## src/rtl/ocpt_pkg.sv

```systemverilog
package ocpt_pkg;
  localparam int CNT_W  = 16;
  localparam int BYTE_W = 8;
  localparam int SEL_W  = 3;
  localparam int ADDR_W = 4;

  typedef enum logic [ADDR_W-1:0] {
    A_CTRL   = 4'd0,
    A_CNT_HI = 4'd1,
    A_CNT_LO = 4'd2,
    A_CMP1_H = 4'd3,
    A_CMP1_L = 4'd4,
    A_PER_H  = 4'd5,
    A_PER_L  = 4'd6,
    A_CMP2_H = 4'd7,
    A_CMP2_L = 4'd8
  } reg_addr_e;

  // Modular sum used by the periodic re-arm
  function automatic logic [CNT_W-1:0] wrap_add(input logic [CNT_W-1:0] a,
                                                 input logic [CNT_W-1:0] b);
    return a + b;
  endfunction

  // Both halves must agree for a match
  function automatic logic bytes_equal(input logic [CNT_W-1:0] a,
                                       input logic [CNT_W-1:0] b);
    return (a[CNT_W-1:BYTE_W] == b[CNT_W-1:BYTE_W]) &&
           (a[BYTE_W-1:0] == b[BYTE_W-1:0]);
  endfunction

  function automatic logic [CNT_W-1:0] next_count(input logic [CNT_W-1:0] c);
    return c + {{(CNT_W-1){1'b0}}, 1'b1};
  endfunction
endpackage

```

## src/rtl/ocpt_prescaler.sv

```systemverilog
module ocpt_prescaler #(
  parameter int PS_W  = 6,
  parameter int SEL_W = 3
) (
  input  logic             clk,
  input  logic             rst_n,
  input  logic             tick_en,
  input  logic [SEL_W-1:0] sel,
  output logic             step
);
  logic [PS_W-1:0] div_q;
  logic [PS_W-1:0] mask;

  // Low k bits all ones marks every 2^k-th enabled cycle; k saturates at PS_W
  always_comb begin
    mask = '0;
    for (int i = 0; i < PS_W; i++) begin
      if (int'(sel) > i) mask[i] = 1'b1;
    end
  end

  assign step = tick_en && ((div_q & mask) == mask);

  always_ff @(posedge clk) begin
    if (!rst_n)       div_q <= '0;
    else if (tick_en) div_q <= div_q + 1'b1;
  end
endmodule

```

## src/rtl/ocpt_counter.sv

```systemverilog
module ocpt_counter
  import ocpt_pkg::*;
(
  input  logic             clk,
  input  logic             rst_n,
  input  logic             step,
  output logic [CNT_W-1:0] cnt
);
  always_ff @(posedge clk) begin
    if (!rst_n)    cnt <= '0;
    else if (step) cnt <= next_count(cnt);
  end
endmodule

```

## src/rtl/ocpt_channel.sv

```systemverilog
module ocpt_channel
  import ocpt_pkg::*;
#(
  parameter bit REARM = 1'b1
) (
  input  logic              clk,
  input  logic              rst_n,
  input  logic              en,
  input  logic              step,
  input  logic [CNT_W-1:0]  cnt,
  input  logic              wr_hi,
  input  logic              wr_lo,
  input  logic [BYTE_W-1:0] wr_data,
  input  logic [CNT_W-1:0]  period,
  input  logic              clr,
  output logic [CNT_W-1:0]  cmp,
  output logic              hit,
  output logic              irq
);
  logic             rearm;
  logic [CNT_W-1:0] rearm_val;

  // Match is detected on the edge where the count steps onto the compare value
  assign hit       = en && step && bytes_equal(next_count(cnt), cmp);
  assign rearm_val = wrap_add(cmp, period);

  generate
    if (REARM) begin : g_rearm
      assign rearm = hit;
    end else begin : g_oneshot
      assign rearm = 1'b0;
    end
  endgenerate

  always_ff @(posedge clk) begin
    if (!rst_n) begin
      cmp <= '0;
    end else if (wr_hi || wr_lo) begin
      if (wr_hi) cmp[CNT_W-1:BYTE_W] <= wr_data;
      if (wr_lo) cmp[BYTE_W-1:0]     <= wr_data;
    end else if (rearm) begin
      cmp <= rearm_val;
    end
  end

  always_ff @(posedge clk) begin
    if (!rst_n)   irq <= 1'b0;
    else if (hit) irq <= 1'b1;
    else if (clr) irq <= 1'b0;
  end
endmodule

```

## src/rtl/ocpt_timer.sv

```systemverilog
module ocpt_timer
  import ocpt_pkg::*;
#(
  parameter int PS_W = 6
) (
  input  logic        clk,
  input  logic        rst_n,
  input  logic        tick_en,
  input  logic        wr_en,
  input  logic [3:0]  wr_addr,
  input  logic [7:0]  wr_data,
  input  logic        rd_en,
  input  logic [3:0]  rd_addr,
  output logic [7:0]  rd_data,
  input  logic        clr_periodic,
  input  logic        clr_oneshot,
  output logic        irq_periodic,
  output logic        irq_oneshot
);
  localparam logic [SEL_W-1:0] SEL_RST = SEL_W'(4);

  logic [SEL_W-1:0]  sel_q;
  logic              en_p, en_o;
  logic [CNT_W-1:0]  per_q;
  logic [BYTE_W-1:0] lo_snap;
  logic              step;
  logic [CNT_W-1:0]  cnt;
  logic [CNT_W-1:0]  cmp_p, cmp_o;
  logic              hit_p, hit_o;
  logic              wr_cmp_p_h, wr_cmp_p_l, wr_cmp_o_h, wr_cmp_o_l;
  logic              cmp_p_wr;

  assign wr_cmp_p_h = wr_en && (wr_addr == A_CMP1_H);
  assign wr_cmp_p_l = wr_en && (wr_addr == A_CMP1_L);
  assign wr_cmp_o_h = wr_en && (wr_addr == A_CMP2_H);
  assign wr_cmp_o_l = wr_en && (wr_addr == A_CMP2_L);
  assign cmp_p_wr   = wr_cmp_p_h || wr_cmp_p_l;

  always_ff @(posedge clk) begin
    if (!rst_n) begin
      sel_q <= SEL_RST;
      en_p  <= 1'b0;
      en_o  <= 1'b0;
      per_q <= '0;
    end else if (wr_en) begin
      case (wr_addr)
        A_CTRL: begin
          sel_q <= wr_data[SEL_W-1:0];
          en_p  <= wr_data[3];
          en_o  <= wr_data[4];
        end
        A_PER_H: per_q[CNT_W-1:BYTE_W] <= wr_data;
        A_PER_L: per_q[BYTE_W-1:0]     <= wr_data;
        default: ;
      endcase
    end
  end

  // High-byte read captures the low byte for a coherent two-step timestamp
  always_ff @(posedge clk) begin
    if (!rst_n)                              lo_snap <= '0;
    else if (rd_en && (rd_addr == A_CNT_HI)) lo_snap <= cnt[BYTE_W-1:0];
  end

  ocpt_prescaler #(.PS_W(PS_W), .SEL_W(SEL_W)) u_presc (
    .clk(clk), .rst_n(rst_n), .tick_en(tick_en), .sel(sel_q), .step(step)
  );

  ocpt_counter u_cnt (.clk(clk), .rst_n(rst_n), .step(step), .cnt(cnt));

  ocpt_channel #(.REARM(1'b1)) u_ch_periodic (
    .clk(clk), .rst_n(rst_n), .en(en_p), .step(step), .cnt(cnt),
    .wr_hi(wr_cmp_p_h), .wr_lo(wr_cmp_p_l), .wr_data(wr_data),
    .period(per_q), .clr(clr_periodic),
    .cmp(cmp_p), .hit(hit_p), .irq(irq_periodic)
  );

  ocpt_channel #(.REARM(1'b0)) u_ch_oneshot (
    .clk(clk), .rst_n(rst_n), .en(en_o), .step(step), .cnt(cnt),
    .wr_hi(wr_cmp_o_h), .wr_lo(wr_cmp_o_l), .wr_data(wr_data),
    .period(per_q), .clr(clr_oneshot),
    .cmp(cmp_o), .hit(hit_o), .irq(irq_oneshot)
  );

  always_comb begin
    case (rd_addr)
      A_CTRL:   rd_data = {3'b000, en_o, en_p, sel_q};
      A_CNT_HI: rd_data = cnt[CNT_W-1:BYTE_W];
      A_CNT_LO: rd_data = lo_snap;
      A_CMP1_H: rd_data = cmp_p[CNT_W-1:BYTE_W];
      A_CMP1_L: rd_data = cmp_p[BYTE_W-1:0];
      A_PER_H:  rd_data = per_q[CNT_W-1:BYTE_W];
      A_PER_L:  rd_data = per_q[BYTE_W-1:0];
      A_CMP2_H: rd_data = cmp_o[CNT_W-1:BYTE_W];
      A_CMP2_L: rd_data = cmp_o[BYTE_W-1:0];
      default:  rd_data = '0;
    endcase
  end
endmodule

```

## config.mk

```make
export PLATFORM = sky130hd
export DESIGN_NAME = ocpt_timer
export DESIGN_NICKNAME = d
export VERILOG_FILES = /design/src/rtl/ocpt_pkg.sv /design/src/rtl/ocpt_prescaler.sv /design/src/rtl/ocpt_counter.sv /design/src/rtl/ocpt_channel.sv /design/src/rtl/ocpt_timer.sv
export SDC_FILE = /design/constraint.sdc
export NUM_CORES = 1
export LEC_CHECK = 0
export ABC_AREA = 0
export BUFFER_PORTS_ARGS = -buffer_cell sky130_fd_sc_hd__buf_2
export CORE_UTILIZATION = 65
export DETAILED_ROUTE_END_ITERATION = 8
export PLACE_DENSITY = 0.8
export SLEW_MARGIN = 10
export SYNTH_ARGS = -nofsm -noshare
export SYNTH_HDL_FRONTEND = slang
export SYNTH_SLANG_ARGS = --single-unit
```

## constraint.sdc

```tcl
create_clock -name clk -period 6.3 [get_ports clk]
set_input_delay 1.89 -clock clk [delete_from_list [all_inputs] [get_ports clk]]
set_output_delay 1.89 -clock clk [all_outputs]
set_load 0.01 [all_outputs]
```

## After elaboration in Yosys (flattened, before gate mapping)

Cells that the tools add are included.

| word-level totals | value |
|---|---|
| bits in registers | 85 |
| input port bits | 23 |
| output and inout port bits | 10 |
| logic and storage cells | 86 |

| cells by class | value |
|---|---|
| $add $sub $neg | 3 |
| order comparisons | 6 |
| eq/ne operators | 21 |
| muxes and demuxes | 15 |
| bitwise logic cells | 1 |
| reduce and logical (&&, ||, !) cells | 26 |

Operator list:

| operator | number |
|---|---|
| one-hot mux 8 bit (9 select lines) | 1 |
| equality test 4 x 3 -> 1 bit, second input constant | 8 |
| equality test 8 bit | 4 |
| two-way mux 16 bit | 2 |
| adder 16 x 1 -> 16 bit, second input constant | 1 |
| adder 16 bit | 1 |
| two-way mux 8 bit | 2 |
| AND reduction 2 bit | 7 |
| equality test 4 x 2 -> 1 bit, second input constant | 3 |
| logical AND 1 bit | 12 |
| two-way mux 1 bit | 10 |
| equality test 4 bit, second input constant | 2 |
| logical NOT 4 bit | 2 |
| adder 6 x 1 -> 6 bit, second input constant | 1 |
| AND 6 bit | 1 |
| equality test 6 bit | 1 |
| greater-than comparator 3 x 1 -> 1 bit, second input constant | 2 |
| greater-than comparator 3 x 2 -> 1 bit, second input constant | 2 |
| greater-than comparator 3 bit, second input constant | 2 |
| nonzero test 2 bit | 3 |
| equality test 4 x 1 -> 1 bit, second input constant | 1 |
| != test 2 x 1 -> 1 bit, second input constant | 2 |
| logical OR 1 bit | 2 |

## Longest topological paths before layout

Gate-level depths: netlist of run 1.

| logic depth | value |
|---|---|
| depth after elaboration | 9 |
| depth in mapped cells | 11 |
| mapped depth without buffers | 11 |

## Cells and area by module

Synthesis of run 1 repeated with hierarchy kept, for this count alone.

| unflattened totals | value |
|---|---|
| cells, all modules | 724 |
| area, all modules | 6332.3 um^2 |

By module, submodules not included:

| module | times used | cells each | area each (um^2) | sequential area each (um^2) |
|---|---|---|---|---|
| ocpt_channel at u_ch_periodic | 1 | 276 | 2249.7 | 340.3 |
| ocpt_timer | 1 | 201 | 1853.0 | 580.6 |
| ocpt_channel at u_ch_oneshot | 1 | 133 | 1176.1 | 340.3 |
| ocpt_counter | 1 | 83 | 744.5 | 320.3 |
| ocpt_prescaler | 1 | 31 | 309.0 | 120.1 |

## Worst setup path after synthesis of run 1

OpenSTA, ideal clock, no wires.

| timing path | value |
|---|---|
| path kind | input -> output |
| start | input rd_addr[2] |
| end | output rd_data[5] |
| arrival time | 3409 ps |
| data required time | 4410 ps |
| setup slack | 1001 ps |
| stages on the path | 6 |
| cell sequence | clkbuf_1 buf_1 buf_1 mux4_2 nor2_1 o31ai_1 |

| on the way | value |
|---|---|
| cells in the longest elaborated chain, start to end | 2 |
| elaborated cells between the ends (all ways) | 10 |
| those cells by class | eq/ne: 8; mux: 1; reduce/logical: 1 |

Ends and longest elaborated chain:

| item | line | text |
|---|---|---|
| from (decl) | ocpt_timer.sv:13 | `input logic [3:0] rd_addr,` |
| equality test 4 bit, or another cell as far along | ocpt_timer.sv:86 | `case (rd_addr)` |
| one-hot mux 8 bit (9 select lines) * | ocpt_timer.sv:86 |  |
| to (decl) | ocpt_timer.sv:14 | `output logic [7:0] rd_data,` |

Every way passes the cells marked *; elsewhere a longest branch is shown, timed or not.

## Worst setup path after layout of run 1

| timing path | value |
|---|---|
| start | input rd_addr[2] |
| end | output rd_data[6] |

The elaborated chain is that of the path after synthesis.

==> results of run 1 <==
[through the flow]
step | hold WS (ns) | total power [W] | cell area [µm²] | util
detailed placement | 0.4664 | 0.0006637 | 5982 | 0.6893
global placement | 0.4517 | 0.0006608 | 5982 | 0.6893
CTS | 0.4780 | 0.001050 | 6181 | 0.7122
floorplan | 0.4498 | 0.0006292 | 5826 | -
global route | 0.5003 | 0.001080 | 6181 | 0.7122
finish | 0.4759 | 0.001047 | 6181 | 0.7122
[cells by family (layout without fill, tap and decap cells)]
logic type,after synthesis,after routing,synth area share
mux,43,43,0.07904
flops,85,85,0.2921
simple gates,279,279,0.2363
fa+ha+maj,18,18,0.03995
compound gates,164,164,0.1933
xor+xnor,72,72,0.1155
buf+inv,60,72,0.04381
[critical path, cell delays in order]
cell and delay (ns):
buf_2 0.26, nor4b_1 0.73, buf_4 0.26, nand2_1 0.05, o21ai_0 0.15, buf_2 0.20
[metal layers]
| metal | share of wire | GRT usage | routed length (µm) |
|---|---|---|---|
| met1 | 0.42 | 0.4871 | 7266 |
| met4 | 0.041 | 0.1688 | 708 |
| met3 | 0.077 | 0.06864 | 1326 |
| met5 | 0 | 0 | 0 |
| met2 | 0.46 | 0.5948 | 7923 |
[Yosys cell counts (6+ instances only)]
master,instances,share of area
nor2_1,89,0.057
dfxtp_1,85,0.29
nand2_1,58,0.037
a21oi_1,52,0.045
xnor2_1,46,0.069
mux2i_1,37,0.064
nand3_1,32,0.027
nor3_1,28,0.024
clkbuf_1,26,0.017
o21ai_0,24,0.021
xor2_1,23,0.035
ha_1,17,0.037
inv_1,16,0.010
a211oi_1,11,0.014
nand4_1,9,0.0097
nor2b_1,9,0.0097
nor4_1,8,0.0086
a311oi_1,7,0.011
and3_1,7,0.0075
o211ai_1,7,0.0090
o31ai_1,7,0.0090
a221oi_1,6,0.0090
buf_4,6,0.0077
nand2b_1,6,0.0064
[final timing paths]
kind / from / end / slack (ns) / cells past startpoint
worst max-delay path: rd_addr[2] / rd_data[6] / 0.86 / 6
worst min-delay path: u_ch_oneshot.irq / u_ch_oneshot.irq / 0.48 / 2
worst max register to register: u_cnt.cnt[0] / u_ch_periodic.cmp[0] / 2.21 / 9
worst min register to register: u_ch_oneshot.irq / u_ch_oneshot.irq / 0.48 / 2
[layout make-up]
type                       instances  share of cell area
tap                              108             0.02186
multi-input combinational        576              0.6259
clock buffer                      11             0.02287
sequential                        85              0.2753
clock inverter                     5            0.009312
inverter                          17             0.01032
timing repair buffer              39             0.03441
[flip-flops by register name, summed over array words and instances (netlist names)]
signal / count
u_ch_oneshot.irq: 1
u_ch_periodic.irq: 1
lo_snap: 8
per_q: 16
en_o: 1
u_ch_oneshot.cmp: 16
en_p: 1
sel_q: 3
u_presc.div_q: 6
u_cnt.cnt: 16
u_ch_periodic.cmp: 16
[where the power goes]
group	internal [W]	leakage (nW)	total (W)	switching, W
sequential	0.000543	0.686	0.000555	0.0000114
combinational	0.0000349	1.56	0.0000992	0.0000643
clock	0.000195	0.104	0.000393	0.000198
==> impl_results.md, run 1 <==
* Main synth FF type: dfxtp_1
* Setup Skew at 0.01074 ns
* Max-slew violation count at 0
* DR iter-0 viols at 486
* Setup TNS at 0 ns
* Chip Width at 96.67 µm
* Worst Path Required at 4.41 ns
* Ys Warns at 0
* Synth Register Bits at 85
* # Post-CTS Setup Buffers at 0
* I/O pin count at 33
* RSZ-0062 raised after global routing: false
* Leakage at 2.351 nW
* First-pass GRT wire length at 27,500 µm
* Multi-input logic area at 3869 µm²
* Sequential element share of the synthesized area at 0.2921
* Post-layout min period at 5.439 ns
* Wire length per cell at 20.48 µm
* EDFF count, synth at 0
* Crit Path Max Fanout at 25
* GP Congestion at 1.016
* All-Layer GR Usage at 0.3715
* Place WS at 0.9278 ns
* Status: completed
* PwrDens at 169.4 nW/µm²
* Final setup vio count at 0
* Total Wirelength at 17,230 µm
* Via-per-instance ratio at 6.615
* Die Ht at 96.67 µm
* Resized Gates After CTS at 0
* Detail Placement HPWL at 13,300 µm
* Fin. Hold Viols at 0
* Diodes inserted at 0
* Routed via count at 5,563
* GRT overflow at 0
* Htree depth at 3
* Die ar. at 9345 µm²
* First-pass DRT Iterations at 5
* Commonest cells after routing, fill and taps aside: nor2_1, dfxtp_1, nand2_1, a21oi_1, xnor2_1
* Core area at 8678 µm²
* Final WS setup at 0.8609 ns
* CTS Root Cell: clkbuf_8
* Fraction of layout cells with a size suffix above 1 at 0.1023
* Num CTS Buffers at 9
* Register area at 1702 µm²
* Min-delay worst type: reg2reg
* Starting Density at 0.6713
* Number of port buffers at 32
* Fillers at 720
* Setup crit end kind: output pin
* Fin nets at 769
* Fin crit share at 0.8634
* Mean Syn Cell Area at 8.080 µm²
* Clock-pin slew on the worst setup and hold paths at 0.08 ns
* Worst Path Arrival at 3.55 ns
* Skew-Pair Late Insertion Delay at 0.35 ns
* Post-Syn Nets at 762
* Largest net degree at the start of global routing at 44
* Synthesized instance count at 721
* Commonest non-fill, non-tap cell in the layout: nor2_1
* Finished Layout Cells at 841
* Crit path launch type: primary input
* Antenna Violating Nets Remaining at 0
* Area Overhead vs Synth at 6.100%
* Max Buffers Root-to-Sink at 2
* Worst slew margin at 0.4628
* Distinct cell type count after synthesis at 72
* Mapped Area at 5826 µm²
* Site Rows at 34
* Vias in the first global route at 5,277
* Post-route DRC violation count at 0
* Ys async rst share at 0
* Placed cells at 825
* Worst-Margin Slew at 0.7946 ns
* CTS Hold Bufs at 0
* CTS tree: built
* Setup CP Type: in2out
* Max-Cap Viols at 0
* Peak VDD IR at 0.1564 mV
* Initial antenna violation count at 0
* Clk sinks at 85
* Max frequency at 183.9 MHz
Note: power is estimated with default switching activity, not from simulation.
==> run 2: changes to the inputs <==
--- a/config.mk
+++ b/config.mk
@@ -7,9 +7,10 @@
 export LEC_CHECK = 0
 export ABC_AREA = 0
 export BUFFER_PORTS_ARGS = -buffer_cell sky130_fd_sc_hd__buf_2
-export CORE_UTILIZATION = 65
+export CORE_UTILIZATION = 62
+export CTS_BUF_LIST = sky130_fd_sc_hd__clkbuf_8 sky130_fd_sc_hd__clkbuf_16
 export DETAILED_ROUTE_END_ITERATION = 8
-export PLACE_DENSITY = 0.8
+export PLACE_DENSITY = 0.77
 export SLEW_MARGIN = 10
 export SYNTH_ARGS = -nofsm -noshare
 export SYNTH_HDL_FRONTEND = slang
==> constraint.sdc (replaced) <==
create_clock -name clk -period 6.2 [get_ports clk]
set_input_delay 1.86 -clock clk [delete_from_list [all_inputs] [get_ports clk]]
set_output_delay 1.86 -clock clk [all_outputs]
set_load 0.01 [all_outputs]
==> run 2 against run 1 <==
  * Non-clock buffer count decreased by 2
  * Hold slack got worse by 0.00068 ns
  * Total power increased by 2.3%
  * Die area increased by 4.7%
  * Design area decreased by 0.16%
  * Global-route usage decreased by 0.82 points
  * Register-to-register slack got worse by 0.07 ns
  * Via count decreased by 1.5%
  * Flip-flop and latch count unchanged
  * Setup slack improved by 0.0028 ns
  * Count of clock-buffer cells in the layout decreased by 2
==> impl_results.md, run 2 (synthesis results as in run 1) <==
* Status: completed
* Die ar. at 9788 µm² (+4.7%)
* All-Layer GR Usage at 0.3633 (-0.008229)
* Detail Placement HPWL at 13,210 µm (-0.65%)
* Wire length per cell at 20.34 µm (-0.68%)
* Max frequency at 187.4 MHz
* Fin nets at 767 (-0.26%)
* Commonest non-fill, non-tap cell in the layout: nor2_1
* Site Rows at 35 (+2.9%)
* Finished Layout Cells at 842 (+0.12%)
* Crit path top cell by count: buf_2
* Worst Path Arrival at 3.48 ns (-0.07 ns)
* Diodes inserted at 0 (unchanged)
* Min-delay worst type: reg2reg
* Post-route DRC violation count at 0 (unchanged)
* M2 GR Usage at 0.5740 (-0.02084)
* Fin crit share at 0.8607
* Fin. Hold Viols at 0 (unchanged)
* Place WS at 0.9447 ns (+0.01687 ns)
* Setup Skew at 0.01092 ns (+0.0001804 ns)
* Number of port buffers at 32 (unchanged)
* # Post-CTS Setup Buffers at 0 (unchanged)
* DR iter-0 viols at 431 (-11%)
* Resized Gates After CTS at 0 (unchanged)
* Antenna Violating Nets Remaining at 0 (unchanged)
* Via-per-instance ratio at 6.506 (-1.6%)
* Clk sinks at 85 (unchanged)
* WP buf/inv at 2 (-1)
* Crit-path slowest cell: nor2b_1
* First-pass GRT wire length at 27,210 µm (-1.1%)
* Met3 track demand over resource at 0.04043 (-0.02822)
* Worst Path Required at 4.34 ns (-0.07 ns)
* Worst Setup SP: rd_addr[2]
* Worst-Margin Slew at 0.8226 ns (+0.02802 ns)
* Worst path max stage delay at 0.42 ns (-0.31 ns)
* GR peak layer: met2
* Skew-Pair Late Insertion Delay at 0.37 ns (+0.02 ns)
* Total Wirelength at 17,130 µm (-0.56%)
* I/O pin count at 33 (unchanged)
* Setup crit end kind: output pin
* CP cell instances: buf_2, nor2b_1, a221oi_1, a21oi_1, a211oi_1, o21ai_0, buf_2
* RSZ-0062 raised after global routing: false
* Routed via count at 5,478 (-1.5%)
* Setup CP Type: in2out
* Num CTS Buffers at 9 (unchanged)
* Setup TNS at 0 ns (unchanged)
* Starting Density at 0.6365 (-0.03478)
* Clock-pin slew on the worst setup and hold paths at 0.09 ns (about the same)
* Max-Cap Viols at 0 (unchanged)
* Area Overhead vs Synth at 5.928%
* Final WS setup at 0.8637 ns (+0.002829 ns)
* Fillers at 813 (+13%)
* Chip Width at 98.94 µm (+2.3%)
* Max Buffers Root-to-Sink at 2 (unchanged)
* Post-layout min period at 5.336 ns
* GRT overflow at 0 (unchanged)
* Max-slew violation count at 0 (unchanged)
* CTS tree: built
* Vias in the first global route at 5,014 (-5.0%)
* CTS Hold Bufs at 0 (unchanged)
* Initial antenna violation count at 0 (unchanged)
* CTS Root Cell: clkbuf_8
* Crit Path Max Fanout at 25 (unchanged)
* Placed cells at 826 (+0.12%)
* Leakage at 2.343 nW (-0.34%)
* Core area at 9153 µm² (+5.5%)
* First-pass DRT Iterations at 5 (unchanged)
* GRT met1 Usage at 0.4870 (about the same)
* Commonest cells after routing, fill and taps aside: nor2_1, dfxtp_1, nand2_1, a21oi_1, xnor2_1
* Largest net degree at the start of global routing at 74 (+68%)
* Hold_sp: u_ch_oneshot.irq
* Worst R2R Start: u_cnt.cnt[0]
* Worst slew margin at 0.4496 (-0.01324)
* Fraction of layout cells with a size suffix above 1 at 0.09986 (-0.002456)
* GP Congestion at 0.9935 (-2.2%)
* PwrDens at 173.5 nW/µm² (+2.5%)
* Die Ht at 98.94 µm (+2.3%)
* Peak VDD IR at 0.09748 mV (-38%)
* CP delay by family, top: compound AO/OA/AOI/OAI gates
* Crit path launch type: primary input
* Htree depth at 3 (unchanged)
* Final setup vio count at 0 (unchanged)
==> run 2: per-stage QoR <==
stage / hold slack [ns] / cell area [µm²] / utilization / power (W)
2_1_floorplan: 0.4498 / 5826 / - / 0.0006394
3_3_place_gp: 0.4522 / 5971 / 0.6524 / 0.0006703
3_5_place_dp: 0.4610 / 5971 / 0.6524 / 0.0006732
4_1_cts: 0.4756 / 6171 / 0.6742 / 0.001073
5_1_grt: 0.4916 / 6171 / 0.6742 / 0.001107
6_report: 0.4752 / 6171 / 0.6742 / 0.001071
==> run 2: final timing paths <==
path | end | slack, ns | depth (start not counted)
worst max-delay path | rd_data[4] | 0.86 | 7
worst min register to register | u_ch_oneshot.irq | 0.48 | 2
worst min-delay path | u_ch_oneshot.irq | 0.48 | 2
worst max register to register | u_ch_periodic.cmp[2] | 2.14 | 9
==> run 2: layout make-up <==
cell class / count / area (µm²) / share of cell area
flip-flops and latches: 85 / 1702 / 0.2757
multi-input cells: 576 / 3869 / 0.6269
inverters: 17 / 63.81 / 0.01034
well taps: 111 / 138.9 / 0.02251
repair buffers: 37 / 197.7 / 0.03204
clock buffers: 9 / 123.9 / 0.02007
clock inverters: 7 / 76.32 / 0.01237
==> run 2: where the power goes <==
part	internal (W)	total, W	switching (W)
clock	0.000189	0.000408	0.000219
sequential	0.000552	0.000564	0.0000115
combinational	0.0000350	0.0000997	0.0000647
==> run 2: metal layers <==
layer  wire [µm]  vias to the layer above  share of wire
met5           0                        -              0
met4         781                        0          0.046
met3        1233                       50          0.072
met2        7764                      207           0.45
met1        7349                     2607           0.43
li1            -                     2614              -
==> run 2: worst reg2reg max path, delay by kind of cell, from the launching register on <==
kind            cells  cell delay (ns)
compound gates      3             1.31
fa+ha+maj           1             0.29
flops               1             0.51
simple gates        5             1.80
==> run 3: changes to the inputs <==
--- a/config.mk
+++ b/config.mk
@@ -7,11 +7,12 @@
 export LEC_CHECK = 0
 export ABC_AREA = 0
 export BUFFER_PORTS_ARGS = -buffer_cell sky130_fd_sc_hd__buf_2
-export CORE_UTILIZATION = 62
+export CORE_UTILIZATION = 65
 export CTS_BUF_LIST = sky130_fd_sc_hd__clkbuf_8 sky130_fd_sc_hd__clkbuf_16
 export DETAILED_ROUTE_END_ITERATION = 8
-export PLACE_DENSITY = 0.77
+export PLACE_DENSITY = 0.8
 export SLEW_MARGIN = 10
 export SYNTH_ARGS = -nofsm -noshare
 export SYNTH_HDL_FRONTEND = slang
+export SYNTH_HIERARCHICAL = 1
 export SYNTH_SLANG_ARGS = --single-unit
==> constraint.sdc (replaced) <==
create_clock -name clk -period 6.6 [get_ports clk]
set_input_delay 1.98 -clock clk [delete_from_list [all_inputs] [get_ports clk]]
set_output_delay 1.98 -clock clk [all_outputs]
set_load 0.01 [all_outputs]
==> run 3 against run 2 <==
  * Cell count rose by 2.9%
  * Count of clock-buffer cells in the layout rose by 1
  * Non-clock buffer count grew 5
  * Core utilization increased by 5.4 points
  * Sequential share of layout area decreased by 2.4 points
  * Critical path depth decreased by 2
  * Setup slack better by 0.12 ns
  * Register-to-register slack gained 0.97 ns
  * Global-route usage grew 0.88 points
  * Critical path type unchanged
  * Critical endpoint is now rd_data[5]
==> impl_results.md, run 3 <==
* Status: completed
* Flop-to-flop setup slack at 3.11 ns (+0.97 ns)
* Mapped Area at 6257 µm² (+7.4%)
* Num CTS Buffers at 9 (unchanged)
* DR iter-0 viols at 486 (+13%)
* Crit path launch type: primary input
* CTS Hold Bufs at 0 (unchanged)
* Crit Path Max Fanout at 31 (+24%)
* Max-Cap Viols at 0 (unchanged)
* CTS tree: built
* Worst Path Arrival at 3.63 ns (+0.15 ns)
* Synthesized instance count at 712 (-1.2%)
* # Post-CTS Setup Buffers at 0 (unchanged)
* Area Overhead vs Synth at 8.118%
* PwrDens at 168.0 nW/µm² (-3.2%)
* Commonest cells after routing, fill and taps aside: dfxtp_1, mux2i_1, nor2_1, a21oi_1, nand2_1
* Initial antenna violation count at 0 (unchanged)
* I/O pin count at 33 (unchanged)
* Diodes inserted at 0 (unchanged)
* Max-slew violation count at 0 (unchanged)
* Total Wirelength at 18,390 µm (+7.4%)
* Commonest non-fill, non-tap cell in the layout: dfxtp_1
* Max frequency at 178.2 MHz
* Worst Setup SP: rd_addr[0]
* WP buf/inv at 2 (unchanged)
* Hold_sp: u_presc/div_q[5]
* Fraction of layout cells with a size suffix above 1 at 0.1479 (+0.04803)
* RSZ-0062 raised after global routing: false
* Resized Gates After CTS at 0 (unchanged)
* Setup Skew at 0.01003 ns (-0.0008925 ns)
* CP cell instances: buf_2, mux2_2, a2111oi_0, nor2_1, buf_2
* Crit path top cell by count: buf_2
* Min-delay worst type: reg2reg
* Antenna Violating Nets Remaining at 0 (unchanged)
* All-Layer GR Usage at 0.3721 (+0.008808)
* Setup CP Type: in2out
* Detail Placement HPWL at 13,070 µm (-1.1%)
* Fin nets at 775 (+1.0%)
* Fin. Hold Viols at 0 (unchanged)
* Skew-Pair Late Insertion Delay at 0.36 ns (about the same)
* Final setup vio count at 0 (unchanged)
* First-pass GRT wire length at 28,460 µm (+4.6%)
* Setup crit end kind: output pin
* Crit-path slowest cell: a2111oi_0
* CTS Root Cell: clkbuf_8
* Post-route DRC violation count at 0 (unchanged)
* Fin crit share at 0.8504
* Worst Path Required at 4.62 ns (+0.28 ns)
* Chip Width at 100.1 µm (+1.2%)
* First-pass DRT Iterations at 5 (unchanged)
* Worst-Margin Slew at 1.053 ns (+0.2306 ns)
* Post-layout min period at 5.613 ns
* Die Ht at 100.1 µm (+1.2%)
* Setup TNS at 0 ns (unchanged)
* Routed via count at 5,865 (+7.1%)
* Max Buffers Root-to-Sink at 2 (unchanged)
* Post-Syn Nets at 755 (-0.92%)
* Die ar. at 10,020 µm² (+2.4%)
* Worst path max stage delay at 0.50 ns (+0.08 ns)
* Worst R2R Start: u_cnt/cnt[0]
* Htree depth at 3 (unchanged)
* Clock-pin slew on the worst setup and hold paths at 0.09 ns (about the same)
* Leakage at 2.562 nW (+9.3%)
* GRT overflow at 0 (unchanged)
* Starting Density at 0.6740 (+0.03749)
* Number of port buffers at 32 (unchanged)
* Wire length per cell at 21.23 µm (+4.4%)
* Mean Syn Cell Area at 8.788 µm² (+8.8%)
* Worst slew margin at 0.2926 (-0.1570)
* Ys Warns at 6 (+6)
* Peak VDD IR at 0.09026 mV (-7.4%)
* Site Rows at 35 (unchanged)
* Vias in the first global route at 5,402 (+7.7%)
* Clk sinks at 85 (unchanged)
* CP delay by family, top: buffers and inverters
* Core area at 9284 µm² (+1.4%)
* Largest net degree at the start of global routing at 32 (-57%)
* Via-per-instance ratio at 6.773 (+4.1%)
* Power Total at 0.001136 W (+6.1%)
* GP Congestion at 0.9537 (-4.0%)
run 3: cell type report:
class	count	area, µm²
clock buffer	10	137.6
clock inverter	6	133.9
fill	724	2519
inverter	18	67.56
multi-input combinational	576	4328
sequential	85	1702
tap	129	161.4
timing repair buffer	42	235.2
run 3: final timing paths:
check        cells past startpoint                   end
max                              5            rd_data[5]
min                              2      u_presc/div_q[5]
max reg2reg                      8  u_ch_periodic/cmp[6]
min reg2reg                      2      u_presc/div_q[5]
run 3: tightest hold or removal path, stage by stage (launching register included):
cell and delay [ns]:
dfxtp_1 0.33, nand2_1 0.05, mux2i_1 0.06
run 3: where the power goes:
part | internal [W] | switching [W]
clock | 0.000300 | 0.000194
sequential | 0.000519 | 0.0000103
combinational | 0.0000425 | 0.0000703
total | 0.000861 | 0.000275
run 3: routing by layer:
| layer | share of wire | up-vias | routed length [µm] | track usage |
|---|---|---|---|---|
| li1 | - | 2674 | - | - |
| met1 | 0.41 | 2766 | 7605 | 0.4904 |
| met2 | 0.45 | 343 | 8279 | 0.5772 |
| met3 | 0.084 | 82 | 1539 | 0.04596 |
| met4 | 0.052 | 0 | 964 | 0.2408 |
| met5 | 0 | - | 0 | 0 |
run 3: stage by stage:
step,cells,util,setup WS [ns],instance area (µm²),hold WS (ns)
2_1_floorplan,712,-,1.562,6257,0.4408
3_3_place_gp,850,0.6995,1.039,6494,0.4545
3_5_place_dp,850,0.6995,1.022,6494,0.4701
6_report,866,0.7287,0.9874,6765,0.4850
5_1_grt,866,0.7287,0.8074,6765,0.5321
4_1_cts,866,0.7287,1.015,6765,0.4856
